===== config.mk =====
export PLATFORM = sky130hd
export DESIGN_NAME = fuse_trip_ctrl
export DESIGN_NICKNAME = d
export VERILOG_FILES = /design/src/rtl/fuse_pkg.sv /design/src/rtl/fuse_i2t_accum.sv /design/src/rtl/fuse_restart_timer.sv /design/src/rtl/fuse_chan_fsm.sv /design/src/rtl/fuse_trip_ctrl.sv
export SDC_FILE = /design/constraint.sdc
export NUM_CORES = 1
export LEC_CHECK = 0
export BUFFER_PORTS_ARGS = -buffer_cell sky130_fd_sc_hd__buf_2
export CAP_MARGIN = 5
export CORE_MARGIN = 4
export CORE_UTILIZATION = 65
export CTS_CLUSTER_DIAMETER = 60
export DETAILED_ROUTE_END_ITERATION = 12
export PLACE_DENSITY = 0.84
export SYNTH_ARGS = -nofsm -noshare
export SYNTH_HDL_FRONTEND = slang
export SYNTH_SLANG_ARGS = --single-unit

===== constraint.sdc =====
create_clock -name clk -period 41.9 [get_ports clk]
set_input_delay 12.57 -clock clk [delete_from_list [all_inputs] [get_ports clk]]
set_output_delay 12.57 -clock clk [all_outputs]
set_load 0.1 [all_outputs]

===== src/rtl/fuse_pkg.sv =====
package fuse_pkg;
  typedef enum logic [2:0] {
    ST_OFF   = 3'd0,
    ST_ON    = 3'd1,
    ST_WAIT  = 3'd2,
    ST_LATCH = 3'd3,
    ST_THERM = 3'd4
  } fuse_state_e;
endpackage


===== src/rtl/fuse_i2t_accum.sv =====
// Squared-excess integrator with saturation and idle bleed.
module fuse_i2t_accum #(
  parameter int CUR_W  = 10,
  parameter int GAIN_W = 4,
  parameter int ACC_W  = 12,
  parameter int BLEED  = 1
) (
  input  logic              clk,
  input  logic              rst,
  input  logic              en_i,
  input  logic              smp_vld_i,
  input  logic [CUR_W-1:0]  cur_i,
  input  logic [CUR_W-1:0]  rated_i,
  input  logic [GAIN_W-1:0] gain_i,
  output logic              full_o
);
  localparam int PROD_W = 2 * CUR_W + GAIN_W;
  localparam logic [ACC_W:0] FULL = {1'b1, {ACC_W{1'b0}}};

  logic [ACC_W:0]   acc_q;
  logic [CUR_W-1:0] excess;
  logic [PROD_W-1:0] prod;
  logic [ACC_W:0]   step;
  logic [ACC_W+1:0] sum;
  logic [ACC_W:0]   acc_up;
  logic [ACC_W:0]   acc_down;

  always_comb begin
    excess = (cur_i > rated_i) ? (cur_i - rated_i) : '0;
    prod   = PROD_W'(excess) * PROD_W'(excess) * PROD_W'(gain_i);
    step   = (prod >= PROD_W'(FULL)) ? FULL : prod[ACC_W:0];
    sum    = {1'b0, acc_q} + {1'b0, step};
    acc_up = (sum >= {1'b0, FULL}) ? FULL : sum[ACC_W:0];
  end

  generate
    if (BLEED == 0) begin : g_no_bleed
      assign acc_down = acc_q;
    end else begin : g_bleed
      assign acc_down = (acc_q > (ACC_W+1)'(BLEED)) ? (acc_q - (ACC_W+1)'(BLEED)) : '0;
    end
  endgenerate

  always_ff @(posedge clk) begin
    if (rst || !en_i) begin
      acc_q <= '0;
    end else if (smp_vld_i) begin
      acc_q <= (excess != '0) ? acc_up : acc_down;
    end
  end

  assign full_o = (acc_q == FULL);
endmodule


===== src/rtl/fuse_restart_timer.sv =====
// Counts the cool-down interval while run_i is held.
module fuse_restart_timer #(
  parameter int RESTART_CYC = 500_000_000
) (
  input  logic clk,
  input  logic rst,
  input  logic run_i,
  output logic done_o
);
  localparam int CNT_W = $clog2(RESTART_CYC + 1);

  logic [CNT_W-1:0] cnt_q;

  always_ff @(posedge clk) begin
    if (rst || !run_i) cnt_q <= '0;
    else               cnt_q <= cnt_q + 1'b1;
  end

  assign done_o = run_i && (cnt_q == CNT_W'(RESTART_CYC - 1));
endmodule


===== src/rtl/fuse_chan_fsm.sv =====
// Channel sequencing: on/off, trip, restart, latch-off, thermal hold.
module fuse_chan_fsm
  import fuse_pkg::*;
#(
  parameter int MAX_RETRY = 4096,
  parameter int RETRY_W   = 13
) (
  input  logic               clk,
  input  logic               rst,
  input  logic               on_cmd_i,
  input  logic               full_i,
  input  logic               ocp_i,
  input  logic               ot_set_i,
  input  logic               ot_clr_i,
  input  logic               restart_done_i,
  output fuse_state_e        state_o,
  output logic               sw_en_o,
  output logic               fault_o,
  output logic               trip_flag_o,
  output logic [RETRY_W-1:0] retry_cnt_o,
  output logic               acc_en_o,
  output logic               timer_run_o
);
  fuse_state_e        state_q, state_d;
  logic               hot_q, hot_d;
  logic               trip;
  logic               sw_en_q, fault_q, flag_q;
  logic [RETRY_W-1:0] retry_q;

  always_comb begin
    hot_d   = ot_set_i | (hot_q & ~ot_clr_i);
    trip    = 1'b0;
    state_d = state_q;
    if (hot_d) begin
      state_d = ST_THERM;
    end else begin
      case (state_q)
        ST_OFF:   if (on_cmd_i) state_d = ST_ON;
        ST_ON: begin
          if (!on_cmd_i) begin
            state_d = ST_OFF;
          end else if (ocp_i || full_i) begin
            trip    = 1'b1;
            state_d = (retry_q >= RETRY_W'(MAX_RETRY)) ? ST_LATCH : ST_WAIT;
          end
        end
        ST_WAIT: begin
          if (!on_cmd_i)           state_d = ST_OFF;
          else if (restart_done_i) state_d = ST_ON;
        end
        ST_LATCH: if (!on_cmd_i) state_d = ST_OFF;
        ST_THERM: state_d = ST_OFF;
        default:  state_d = ST_OFF;
      endcase
    end
  end

  always_ff @(posedge clk) begin
    if (rst) begin
      state_q <= ST_OFF;
      hot_q   <= 1'b0;
      sw_en_q <= 1'b0;
      fault_q <= 1'b0;
      flag_q  <= 1'b0;
      retry_q <= '0;
    end else begin
      state_q <= state_d;
      hot_q   <= hot_d;
      sw_en_q <= (state_d == ST_ON);
      fault_q <= (state_d == ST_WAIT) || (state_d == ST_LATCH) || (state_d == ST_THERM);
      if (!on_cmd_i)   flag_q <= 1'b0;
      else if (trip)   flag_q <= 1'b1;
      if (!on_cmd_i)
        retry_q <= '0;
      else if (state_q == ST_WAIT && state_d == ST_ON)
        retry_q <= retry_q + 1'b1;
    end
  end

  assign state_o     = state_q;
  assign sw_en_o     = sw_en_q;
  assign fault_o     = fault_q;
  assign trip_flag_o = flag_q;
  assign retry_cnt_o = retry_q;
  assign acc_en_o    = (state_q == ST_ON);
  assign timer_run_o = (state_q == ST_WAIT);
endmodule


===== src/rtl/fuse_trip_ctrl.sv =====
// Top: one protected switch channel.
module fuse_trip_ctrl
  import fuse_pkg::*;
#(
  parameter int CUR_W       = 10,
  parameter int GAIN_W      = 4,
  parameter int ACC_W       = 12,
  parameter int BLEED       = 1,
  parameter int RESTART_CYC = 500_000_000,
  parameter int MAX_RETRY   = 4096,
  localparam int RETRY_W    = $clog2(MAX_RETRY + 1)
) (
  input  logic               clk,
  input  logic               rst,
  input  logic               on_cmd_i,
  input  logic               cur_vld_i,
  input  logic [CUR_W-1:0]   cur_code_i,
  input  logic [CUR_W-1:0]   rated_i,
  input  logic [GAIN_W-1:0]  gain_i,
  input  logic               ocp_fault_i,
  input  logic               ot_assert_i,
  input  logic               ot_release_i,
  output logic               sw_en_o,
  output logic [2:0]         state_o,
  output logic               fault_o,
  output logic               trip_flag_o,
  output logic [RETRY_W-1:0] retry_cnt_o
);
  logic        acc_en, acc_full, timer_run, timer_done;
  fuse_state_e st;

  fuse_i2t_accum #(
    .CUR_W(CUR_W), .GAIN_W(GAIN_W), .ACC_W(ACC_W), .BLEED(BLEED)
  ) accum_i (
    .clk(clk), .rst(rst), .en_i(acc_en), .smp_vld_i(cur_vld_i),
    .cur_i(cur_code_i), .rated_i(rated_i), .gain_i(gain_i), .full_o(acc_full)
  );

  fuse_restart_timer #(
    .RESTART_CYC(RESTART_CYC)
  ) timer_i (
    .clk(clk), .rst(rst), .run_i(timer_run), .done_o(timer_done)
  );

  fuse_chan_fsm #(
    .MAX_RETRY(MAX_RETRY), .RETRY_W(RETRY_W)
  ) fsm_i (
    .clk(clk), .rst(rst), .on_cmd_i(on_cmd_i), .full_i(acc_full),
    .ocp_i(ocp_fault_i), .ot_set_i(ot_assert_i), .ot_clr_i(ot_release_i),
    .restart_done_i(timer_done), .state_o(st), .sw_en_o(sw_en_o),
    .fault_o(fault_o), .trip_flag_o(trip_flag_o), .retry_cnt_o(retry_cnt_o),
    .acc_en_o(acc_en), .timer_run_o(timer_run)
  );

  assign state_o = st;
endmodule


Word level (Yosys, flattened, before mapping):

Cells that the tools add are included.

* divide/modulo/power cells: 0
* shift-type cells: 0
* reduce and logical (&&, ||, !) cells: 12
* equal/unequal tests: 9
* bitwise operators: 4
* muxes and demuxes: 18
* multipliers: 2
* $lt $le $gt $ge: 5
* add/sub/neg operators: 5

Operators by type and width (count)
* two-way mux 13 bit: 4
* adder 29 x 1 -> 29 bit (second input constant): 1
* equality test 29 bit (second input constant): 1
* >= comparator 24 x 13 -> 1 bit (second input constant): 1
* multiplier 20 x 4 -> 24 bit: 1
* two-way mux 3 bit: 7
* multiplier 10 x 10 -> 20 bit: 1
* adder 13 x 13 -> 14 bit: 1
* >= comparator 14 x 13 -> 1 bit (second input constant): 1
* adder 13 x 1 -> 13 bit (second input constant): 1
* equality test 13 bit (second input constant): 1
* >= comparator 13 bit (second input constant): 1
* greater-than comparator 13 x 1 -> 1 bit (second input constant): 1
* subtractor 13 x 1 -> 13 bit (second input constant): 1
* equality test 3 x 2 -> 1 bit (second input constant): 4
* one-hot mux 3 bit (4 select lines): 1
* greater-than comparator 10 bit: 1
* two-way mux 10 bit: 1
* nonzero test 10 bit: 1
* subtractor 10 bit: 1
* equality test 3 x 1 -> 1 bit (second input constant): 2
* logical OR 1 bit: 5
* two-way mux 1 bit: 5
* equality test 3 bit (second input constant): 1
* 7 further kinds: 10

* input port bits: 31
* memory bits (writable): 0
* flip-flop bits (word level): 62
* bits in read-only memories: 0
* bits in latches: 0
* word-level logic and storage cells: 63
* memories kept: 0
* output and inout port bits: 19

Longest topological paths before layout:

* depth after elaboration: 10
* mapped depth: 58
* depth with buffers taken out: 55

Hierarchy:

From an unflattened synthesis, not the netlist that was laid out.

* cells, all modules: 1232
* area, all modules: 9836.9 um^2

Modules (own cells, without submodules)
* fuse_i2t_accum: cells each 961, seq. area each 260.2 um^2, area each 7509.7 um^2, times used 1
* fuse_restart_timer: cells each 168, seq. area each 580.6 um^2, area each 1431.4 um^2, times used 1
* fuse_chan_fsm: cells each 103, seq. area each 400.4 um^2, area each 895.9 um^2, times used 1

Worst setup path after synthesis:

Ideal clock, no wire load.

* path type: input to register
* start: in cur_code_i[0]
* end: reg accum_i.acc_q[1]
* arrival: 24.305 ns
* data required time: 41.824 ns
* path buffers: 3
* setup time: 0.076 ns
* stages on the path: 54
* path slack: 17.519 ns
* cell sequence: inv_1 -> ha_1 -> fa_1 -> nor2b_1 -> o21ai_1 -> a21boi_1 -> nor2_1 -> a31oi_1 -> buf_2 -> buf_1 -> nand3_1 -> fa_1 -> fa_1 -> inv_1 -> ha_1 -> fa_1 -> inv_1 -> fa_1 -> (+18 left out) -> o211ai_1 -> xor2_1 -> nor3_1 -> and3b_1 -> and3_1 -> ha_1 -> inv_1 -> fa_1 -> nor2b_1 -> o21ai_1 -> o21ai_1 -> a2111oi_0 -> o31a_1 -> a2111oi_2 -> and2_1 -> buf_2 -> nand3_2 -> o22ai_1

* word-level cells in the longest chain between the ends: 10
* elaborated cells between the ends (all ways): 12
* classes of those cells: 2 x add/sub; 2 x mul; 3 x order compare; 4 x mux; 1 x reduce/logical

Ends and longest elaborated chain
* start, declared: RTL line fuse_trip_ctrl.sv:17 `input logic [CUR_W-1:0] cur_code_i,`
* subtractor 10 bit / greater-than comparator 10 bit (equally long branches): RTL line fuse_i2t_accum.sv:29 `excess = (cur_i > rated_i) ? (cur_i - rated_i) : '0;`
* two-way mux 10 bit *: RTL line fuse_i2t_accum.sv:29
* multiplier 10 x 10 -> 20 bit: RTL line fuse_i2t_accum.sv:30 `prod = PROD_W'(excess) * PROD_W'(excess) * PROD_W'(gain_i);`
* multiplier 20 x 4 -> 24 bit: RTL line fuse_i2t_accum.sv:30
* >= comparator 24 x 13 -> 1 bit: RTL line fuse_i2t_accum.sv:31 `step = (prod >= PROD_W'(FULL)) ? FULL : prod[ACC_W:0];`
* two-way mux 13 bit: RTL line fuse_i2t_accum.sv:31
* adder 13 x 13 -> 14 bit: RTL line fuse_i2t_accum.sv:32 `sum = {1'b0, acc_q} + {1'b0, step};`
* >= comparator 14 x 13 -> 1 bit: RTL line fuse_i2t_accum.sv:33 `acc_up = (sum >= {1'b0, FULL}) ? FULL : sum[ACC_W:0];`
* two-way mux 13 bit: RTL line fuse_i2t_accum.sv:33
* two-way mux 13 bit *: RTL line fuse_i2t_accum.sv:48 `acc_q <= (excess != '0) ? acc_up : acc_down;`
* end signal, assigned: RTL line fuse_i2t_accum.sv:48
* end, declared: RTL line fuse_i2t_accum.sv:20 `logic [ACC_W:0] acc_q;`

Every way passes the cells marked *; elsewhere a longest branch is shown, timed or not.
A chain may end at the register's enable or synchronous reset.

Final worst setup path:

* start: in cur_code_i[0]
* end: reg accum_i.acc_q[6]

The elaborated chain is that of the path after synthesis.

==> results_dict.tcl <==
set metrics [dict create \
    use_met2 0.4331 \
    grt_max_degree 29 \
    coreArea_sq_mm 0.01388 \
    cp-start-kind "primary input" \
    die_height_microns 127.1 \
    synth.top_cell.area_share 0.1824 \
    whs_path_depth 1 \
    clk_pin_slew_ns 0.05 \
    postCtsSetupBuffers 0 \
    synth_fa_ha_area_frac 0.3194 \
    cpMaxStageDelayCell "a31oi_2" \
    h-tree-depth 3 \
    syn_area_per_cell_sq_um 7.963 \
    r2r_cells 12 \
    crit_path_end_kind "flop" \
    grtUsageMet3 0.03303 \
    fin_tns_setup_ns 0 \
    timing.rr.start "accum_i.acc_q[0]" \
    hpwl_mm 16.15 \
    critPathRequiredTime_ns 42.15 \
    synth.area.mux_share 0.005427 \
    ys_ff_latch 62 \
    grt_busiest_layer "met2" \
    final-max-slew-violation-count 0 \
    cts.sinks 62 \
    path_max_fanout 22 \
    first_pass_iters 5 \
    yosysWarnings 0 \
    grtUsageMet1 0.3303 \
    detail-route-antenna-nets 0 \
    synth_top_family_by_area "adder cells" \
    insertion_delay_ns 0.33 \
    clockBufferDepth 2 \
    first_global_vias 7683 \
    nFillCells 1123 \
    cp_common_cell "fa_1" \
    clock_skew_ns 0.005000 \
    ys_async_sr_fraction 0 \
    routedWlPerCell_microns 14.34 \
    cts_hold_buf 0 \
    rsz0062_at_grt "false" \
    finalHoldViolations 0 \
    antenna_found_initial 0 \
    postSynthCellCount 1158 \
    routabilityCongestion 0.8931 \
    initial_core_util 0.6643 \
    relSlewSlack 0.2239 \
    slowest_delay_ns 0.79 \
    portBuffers 49 \
    layout.nets 1409 \
    max_freq_mhz 38.56 \
    area_growth_pct 7.476 \
    drt_iter0_drc 548 \
    overflow 0 \
    fp-row-count 43 \
    drcViolationCount 0 \
    syn_nets 1374 \
    drive_above_1_share 0.06761 \
    synth_seq_area_share 0.1346 \
    cts_buffers 9 \
    cap_viol_max_count 0 \
    synth_top_flop_cell "dfxtp_1" \
    synth_area_leaders "fa_1 18%, ha_1 14%, dfxtp_1 13%" \
    fin_crit_sh 0.6190 \
    synth_xor_area_frac 0.08236 \
    synth_edf_count 0 \
    netlist-cell-type-count 69 \
    routed_wl_mm 19.77 \
    crit_end "accum_i.acc_q[6]" \
    diodes 0 \
    root_buffer "clkbuf_16" \
    syn_area_sq_mm 0.009221 \
    synth_commonest_cells "146 x inv_1, 122 x nor2_1, 101 x ha_1, 90 x nand2_1, 84 x fa_1" \
    viasPerCell 5.832 \
    grt_first_pass_wirelength_mm 34.29 \
    whs_ns 0.4647 \
    outcome "finished clean" \
    path_class "primary input to flop" \
    cts_tree "done" \
    hp-class "flop to flop" \
    io_pins 50 \
    yosys.area.top_type "fa_1" \
    r2r_end "accum_i.acc_q[6]" \
    grtUsageTotal 0.2516 \
    synth_compound_area_frac 0.1487 \
    via_count 8037 \
    r2r_slack_ns 38.47 \
    die_w_microns 127.1 \
    setup_viol 0 \
    arrival_ns 26.19 \
    worstMarginPinSlew_ns 1.155 \
    postCtsResizedCells 0 \
    period_needed_ns 25.94 \
    yosys.area_share.simple 0.2369 \
    post-synth-top-count-cell "inv_1" \
    crit_start "cur_code_i[0]" \
    dieArea_sq_mm 0.01616 \
]
-- routing by layer --
metal / routed length [microns] / vias up
met3: 907 / 43
met1: 8573 / 3833
li1: - / 3956
met2: 9804 / 205
met4: 482 / 0
met5: 0 / -
-- cells in the final DEF, fill, tap and decap left out, types with 15 or more instances in the layout --
cell and n:
nor3_1 22, nand2_1 90, o21a_1 15, inv_1 146
nor2_1 122, xnor2_1 39, o21ai_1 20, and2_1 47
nand2b_1 16, dfxtp_1 62, o21ai_0 31, buf_2 49
a21o_1 17, ha_1 101, xor2_1 45, fa_1 84
a21oi_1 50, nand3_1 41, nor2b_1 17, and3_1 18
-- per-stage QoR --
step                std cells  utilization  setup WS, ns  cell area, sq um
global route             1378       0.7140         15.00              9911
CTS                      1378       0.7140         16.10              9911
detailed placement       1362       0.6913         15.80              9595
finish                   1378       0.7140         15.96              9911
global placement         1362       0.6913         16.36              9595
floorplan                1158            -         17.52              9221
-- kinds of logic (layout without fill, tap and decap cells) --
logic type,Yosys count,after routing
AND/OR/NAND/NOR,437,437
flip-flops,62,62
adder cells (fa/ha/maj),185,185
XOR/XNOR,85,85
multiplexers,5,5
AO/OA/AOI/OAI,209,209
buffers and inverters,175,215
-- flip-flops by register name (all words and copies together) (netlist names) --
register           count
accum_i.acc_q         13
fsm_i.state_o          3
fsm_i.sw_en_o          1
fsm_i.retry_cnt_o     13
fsm_i.trip_flag_o      1
fsm_i.fault_o          1
timer_i.cnt_q         29
fsm_i.hot_q            1
-- critical path, delay by kind of cell --
kind | cells | cell delay, ns
XOR/XNOR | 1 | 0.16
adder cells (fa/ha/maj) | 13 | 5.22
buffers and inverters | 7 | 0.39
AO/OA/AOI/OAI | 18 | 4.47
AND/OR/NAND/NOR | 13 | 3.33
-- worst min path at each step --
stage,startpoint,end
floorplan,timer_i.cnt_q[0],timer_i.cnt_q[0]
global placement,timer_i.cnt_q[0],timer_i.cnt_q[0]
detailed placement,timer_i.cnt_q[0],timer_i.cnt_q[0]
CTS,timer_i.cnt_q[0],timer_i.cnt_q[0]
global route,timer_i.cnt_q[0],timer_i.cnt_q[0]
finish,timer_i.cnt_q[0],timer_i.cnt_q[0]
-- final cells by class --
type,count,area (sq um),share of cell area
Inverter,149,559.3,0.05643
Clock inverter,6,86.33,0.008711
Multi-Input combinational cell,921,7317,0.7383
Sequential cell,62,1241,0.1252
Timing Repair Buffer,50,252.7,0.02550
Tap cell,180,225.2,0.02272
Clock buffer,10,229.0,0.02310
Power is not shown: default switching activity piles up to over one toggle a cycle in this logic, so the estimate is an artifact.
